--- src/rtl/irq_pend_dist.sv ---
module irq_pend_dist #(
  parameter int NUM_CPU = 8,
  parameter int NUM_IRQ = 64,
  localparam int NREG = NUM_IRQ / 32,
  localparam int NSHR = NUM_IRQ - 32,
  localparam int IDXW = (NREG > 1) ? $clog2(NREG) : 1,
  localparam int IDW  = $clog2(NUM_IRQ)
) (
  input  logic                       clk,
  input  logic                       rst_n,
  input  logic                       sec_en,
  input  logic [NUM_IRQ-1:0]         irq_group,
  input  logic                       wr_en,
  input  logic                       wr_clr,
  input  logic [IDXW-1:0]            wr_idx,
  input  logic [2:0]                 wr_cpu,
  input  logic                       wr_secure,
  input  logic [31:0]                wr_data,
  input  logic                       tgt_en,
  input  logic [IDW-1:0]             tgt_id,
  input  logic [NUM_CPU-1:0]         tgt_mask,
  input  logic [IDXW-1:0]            rd_idx,
  input  logic [2:0]                 rd_cpu,
  output logic [31:0]                rd_data,
  output logic [NUM_CPU*NUM_IRQ-1:0] pend_o
);

  logic [31:0]        priv_q [NUM_CPU];
  logic [NSHR-1:0]    shr_q;
  logic [NUM_CPU-1:0] tgt_w [NSHR];
  logic [NUM_IRQ-1:0] shr_full;
  logic [31:0]        grp_w, wbits;
  logic               wr_ok;

  assign wr_ok    = wr_en && (int'(wr_cpu) < NUM_CPU) && (int'(wr_idx) < NREG);
  assign grp_w    = irq_group[{wr_idx, 5'b0} +: 32];
  assign wbits    = wr_ok ? (wr_data & ((sec_en && !wr_secure) ? grp_w : 32'hFFFF_FFFF)) : 32'h0;
  assign shr_full = {shr_q, 32'h0};

  always_ff @(posedge clk or negedge rst_n) begin
    if (!rst_n) begin
      for (int c = 0; c < NUM_CPU; c++) priv_q[c] <= '0;
    end else begin
      for (int c = 0; c < NUM_CPU; c++)
        if (wr_ok && wr_idx == '0 && int'(wr_cpu) == c)
          priv_q[c] <= wr_clr ? (priv_q[c] & ~wbits) : (priv_q[c] | wbits);
    end
  end

  for (genvar c = 0; c < NUM_CPU; c++) begin : g_priv_chk
    AST_PRIV_SET_OTHERS_KEEP: assert property (@(posedge clk) disable iff (!rst_n)
      (wr_ok && !wr_clr && wr_idx == '0 && int'(wr_cpu) != c) |=> $stable(priv_q[c]));
    AST_PRIV_SET_SELF: assert property (@(posedge clk) disable iff (!rst_n)
      (wr_ok && !wr_clr && wr_idx == '0 && int'(wr_cpu) == c) |=> ((priv_q[c] & $past(wbits)) == $past(wbits)));
    AST_PRIV_CLR_OTHERS_KEEP: assert property (@(posedge clk) disable iff (!rst_n)
      (wr_ok && wr_clr && wr_idx == '0 && int'(wr_cpu) != c) |=> $stable(priv_q[c]));
    AST_PRIV_CLR_SELF: assert property (@(posedge clk) disable iff (!rst_n)
      (wr_ok && wr_clr && wr_idx == '0 && int'(wr_cpu) == c) |=> ((priv_q[c] & $past(wbits)) == 32'h0));
  end

  for (genvar j = 0; j < NSHR; j++) begin : g_shr
    localparam int ID = j + 32;
    localparam int RI = ID / 32;
    localparam int BI = ID % 32;
    logic               pq;
    logic [NUM_CPU-1:0] tq, tnext;
    logic               hit, tsel;

    assign hit   = wr_ok && int'(wr_idx) == RI && wbits[BI];
    assign tsel  = tgt_en && int'(tgt_id) == ID;
    assign tnext = tsel ? tgt_mask : tq;

    always_ff @(posedge clk or negedge rst_n) begin
      if (!rst_n) begin
        tq <= '0;
        pq <= 1'b0;
      end else begin
        tq <= tnext;
        pq <= (tnext != '0) && (hit ? !wr_clr : pq);
      end
    end

    assign shr_q[j] = pq;
    assign tgt_w[j] = tq;

    AST_SHR_CLEAR_ALL: assert property (@(posedge clk) disable iff (!rst_n)
      (wr_ok && wr_clr && int'(wr_idx) == RI && wr_data[BI] && (irq_group[ID] || !sec_en || wr_secure)) |=> !pq);
    AST_EMPTY_MASK_DROPS: assert property (@(posedge clk) disable iff (!rst_n)
      (tgt_en && int'(tgt_id) == ID && tgt_mask == '0) |=> !pq);
    AST_GRP0_BLOCKED: assert property (@(posedge clk) disable iff (!rst_n)
      (sec_en && !wr_secure && !irq_group[ID] && !(tgt_en && int'(tgt_id) == ID)) |=> (pq == $past(pq)));
  end

  always_comb begin
    rd_data = '0;
    if (rd_idx == '0) begin
      if (int'(rd_cpu) < NUM_CPU) rd_data = priv_q[rd_cpu];
    end else if (int'(rd_idx) < NREG) begin
      rd_data = shr_full[{rd_idx, 5'b0} +: 32];
    end
  end

  for (genvar c = 0; c < NUM_CPU; c++) begin : g_out_c
    for (genvar i = 0; i < NUM_IRQ; i++) begin : g_out_i
      if (i < 32) begin : g_p
        assign pend_o[c*NUM_IRQ+i] = priv_q[c][i];
      end else begin : g_s
        assign pend_o[c*NUM_IRQ+i] = shr_q[i-32] & tgt_w[i-32][c];
      end
    end
  end

endmodule

--- config.mk ---
export PLATFORM = sky130hd
export DESIGN_NAME = irq_pend_dist
export DESIGN_NICKNAME = d
export VERILOG_FILES = /design/src/rtl/irq_pend_dist.sv
export SDC_FILE = /design/constraint.sdc
export NUM_CORES = 1
export LEC_CHECK = 0
export ABC_AREA = 1
export BUFFER_PORTS_ARGS = -buffer_cell sky130_fd_sc_hd__buf_2
export CAP_MARGIN = 20
export CORE_AREA = 5 5 254 256
export DETAILED_ROUTE_END_ITERATION = 10
export DIE_AREA = 0 0 259 261
export GPL_TIMING_DRIVEN = 1
export PLACE_DENSITY_LB_ADDON = 0.05
export SLEW_MARGIN = 20
export SYNTH_ARGS = -nofsm -noshare
export SYNTH_HDL_FRONTEND = slang
export SYNTH_SLANG_ARGS = --single-unit
--- constraint.sdc ---
create_clock -name clk -period 1.62 [get_ports clk]
set_input_delay 0.243 -clock clk [delete_from_list [all_inputs] [get_ports clk]]
set_output_delay 0.243 -clock clk [all_outputs]
set_load 0.1 [all_outputs]
==> results.txt <==
----------------------------------------------------
[Layout]
  Non-filler cells, final ... 6,314
  Growth of design area from synthesis to finish ... 70.1%
  Share of final-layout standard cells stronger than drive strength 1 ... 0.438
  Final Instance Area ... approximately 0.051 sq mm
  Post-Route Utilization ... 0.819
  Net count of the finished layout ... 5,525

[Logic synthesis]
  Gate Count Post-Synth ... 4,300
  Syn nets ... roughly 4,400
  Count of flip-flops with a built-in enable after synthesis ... 0
  Mux share of post-synthesis cell area ... 0
  Top cells by instance count after synthesis ... nand2_1, inv_1, dfrtp_1, o21ai_0, nand3_1
  Simple-Gate Fraction of Synth Area ... 0.229
  Cell taking the most area after synthesis ... dfrtp_1
  Number of distinct library cells after synthesis ... 20
  Xor/xnor share of the synthesized area ... 0
  Most used DFF post-synth ... dfrtp_1
  FFs w/ async S/R, synth ... 1.00
  Area of the mapped netlist ... between 0.02 and 0.03 sq mm
  Sequential cell area fraction in the yosys report ... 0.454
  Flop and latch count out of synthesis ... between 500 and 600
  Most frequently used cell type in the post-synthesis netlist ... nand2_1
  Dominant combinational cell family by area after synthesis ... simple AND/OR/NAND/NOR gates
  Fraction of the mapped netlist area in compound gates ... 0.161
  Mean instance size in the synthesized netlist ... 6.98 sq um
  Number of warnings issued by yosys ... 0
  Adder-cell area share of the yosys netlist ... 0
  Leading cell types by total area after synthesis ... dfrtp_1, nand2_1, inv_1, o21ai_0, o31ai_1
  Synth top area share ... 0.454

[Setup path]
  Cells along the critical path ... inv_1 > nand2_1 > o211ai_1 > nand3_1 > nand3_2 > nand2_4 > buf_12
  Crit path capture type ... primary output
  Max Fanout on Critical Path ... 3
  Family with the most delay on the worst path ... simple AND/OR/NAND/NOR gates
  Req. time, crit path ... 1.38 ns
  Number of buffer and inverter instances along the worst setup path ... 2
  Data arrival time of the critical path ... 1.94 ns
  Max stage delay cell, worst path ... dfrtp_2
  Startpoint types ... flip-flop
  Worst Reg-to-Reg Cells ... 5
  Flop-to-flop setup slack ... approximately 0.14 ns
  Worst setup path category ... reg2out
  Crit. path cell count ... 7
  Max stage delay on crit path ... 0.42 ns

[Hold path]
  Class of the worst hold path ... in2async

[Pwr]
  Switching share of total power ... 0.479
  IR drop worst, VDD ... around 1300 uV
  Pwr per Cell Area ... around 1400 mW/mm^2
  Clock power share ... 0.210
  Reported leakage power ... between 20 and 30 nW
  Net switching power ... 33.2 mW
  Cell-internal power ... approximately 36 mW
  Combinational Power Share ... 0.535
  Sequential share of power ... 0.255
  Overall power of the completed layout ... a little under 70 mW

[Timing]
  Worst rel slew slack ... 0.453
  Final number of setup-violating endpoints ... 338
  Setup ws final ... -0.565 ns
  Fin crit period ... between 2 and 2.5 ns
  Post-route fraction of the period consumed by the critical path ... 1.35
  Worst hold-check slack ... ~0.038 ns
  Slew Limit Fails ... 0
  Unrepaired setup endpoints after global routing ... true
  Clock Skew ... between 0.02 and 0.025 ns
  Hold Fails Final Rpt ... 0
  Fmax ... roughly 0.46 GHz
  Worst-margin pin slew ... 0.812 ns

[Global route]
  Via count of the first global-routing pass ... between 30,000 and 40,000
  Antenna violations before repair ... 25
  Overflow left after global routing ... 0
  Pin count of the biggest net entering global routing ... 96
  First-pass GRT wire length ... just under 200,000 microns
  Global-route usage over all layers ... 0.377

[Placed design]
  Cell count after placement ... 6,011
  Gpl congestion ... between 0.9 and 1
  Port-buffer cells ... ~670
  Placed Instance Area ... about 0.043 sq mm
  Post-detailed-placement half-perimeter wirelength ... about 95,000 microns

[Route]
  Final ANT Viol Nets ... 0
  Via density ... about 5.4
  Detailed Routing Iterations Pass 1 ... 7
  Starting DRT DRC Count ... 3,626
  Post-Route WL ... approximately 140,000 microns
  Routed length per instance ... approximately 21 microns
  DRC violations left ... 0
  Via count ... roughly 34,000

[Status]
  Result of the run ... complete, but fails checks
  Violated checks ... setup timing

[CTS]
  Buffer levels on the longest clock path ... 3
  Cts bufs inserted ... approximately 60
  Number of clock sinks ... around 540
  TritonCTS clock tree ... yes
  Clock tree root driver cell ... clkbuf_16
  Clock latency at the later pin of the worst-skew pair ... approximately 0.65 ns
  CTS H-tree depth ... 2
  Clock-pin slew on the worst setup and hold paths ... around 0.06 ns

[Flow run]
  Maximum capacitance violations ... 0

[Die]
  Total Die Area ... just under 0.07 sq mm
  Std cell rows ... 92
  Die span in x ... around 260 microns
  Total core area ... slightly above 0.06 sq mm
  Die H ... 261 microns
  Number of ports placed on the die boundary ... 669
  Initial Util ... 0.482

----------------------------------------------------
[layer usage]
layer / wire length (microns) / GRT usage / vias to the layer above
li1: - / - / 15500
met1: 50900 / 0.493 / 16100
met2: 62900 / 0.606 / 1835
met3: 13500 / 0.0907 / 460
met4: 7740 / 0.163 / 24
met5: 146 / 0 / -
[power groups by stage]
stage / combinational (mW) / sequential, mW / clock [mW]
finish: 37.1 / 17.7 / 14.5
global route: 38.3 / 17.8 / 15.3
CTS: 35.8 / 17.4 / 14.6
detailed placement: 31.5 / 17.6 / 0
global placement: 31.3 / 17.6 / 0
floorplan: 14.9 / 22.5 / 0
[cells by family after synthesis]
group                  after synthesis
buffers and inverters             1233
AO/OA/AOI/OAI                      804
flip-flops                         544
AND/OR/NAND/NOR                   1719
[cell type report]
class / count / area [sq um]
Sequential cell: 544 / 14100
Multi-Input combinational cell: 2523 / 14200
Antenna cell: 15 / 37.5
Tap cell: 846 / 1060
Inverter: 977 / 4050
Fill cell: 3797 / 11300
Clock buffer: 89 / 1740
Clock inverter: 27 / 353
Timing Repair Buffer: 1293 / 15400
[layout by cell type (no fill, tap or decap), types with 15 or more instances in the layout]
cell type  Yosys  final
nand2_2       12     81
nor2_1       108    107
a21oi_2        0     34
nand3_2        0     39
buf_6          1    143
nand2_4        0    209
inv_1        976    675
inv_4          0    132
clkbuf_1     201     18
a21oi_1       94     60
o211ai_1      64     64
dfrtp_1      544    256
diode_2        0     15
buf_12         0    428
buf_2         27    120
o21ai_1        0     50
nand3_1      276    231
nand2_1     1308   1011
dfrtp_4        0     60
o21ai_0      388    329
o31ai_1      256    256
nand2_8        0     19
inv_2          0    159
buf_8          0     18
clkbuf_16      0     62
dfrtp_2        0    228
buf_4          3    580
[what timing repair did]
| action | 4_1_cts | 5_1_grt |
|---|---|---|
| setup buffers | 133 | 47 |
| hold buffers | 3 | 0 |
| hold endpoints to repair | 480 | 0 |
| endpoints found under the setup margin | 544 | 328 |
| resized for setup | 1396 | 332 |
| pin swaps | 227 | 69 |
[metrics by stage]
step                      setup WS [ns]  setup TNS [ns]
after floorplan                 -0.0159         -0.0159
after global placement           -0.306           -7.83
after detailed placement         -0.335          -11.42
after CTS                        -0.495          -47.96
after global routing             -0.611          -57.57
final                            -0.565          -46.04
[path summary, 6_finish.rpt]
path                                   start               to
worst max-delay path               flip-flop       rd_data[4]
worst min-delay path                   rst_n   g_shr[8].tq[0]
worst max register to register  g_shr[15].pq     g_shr[15].pq
worst min register to register     flip-flop        flip-flop
max in group asynchronous              rst_n     g_shr[15].pq
min in group clk                 tgt_mask[4]  g_shr[15].tq[4]
Note: power is estimated with default switching activity, not from simulation.
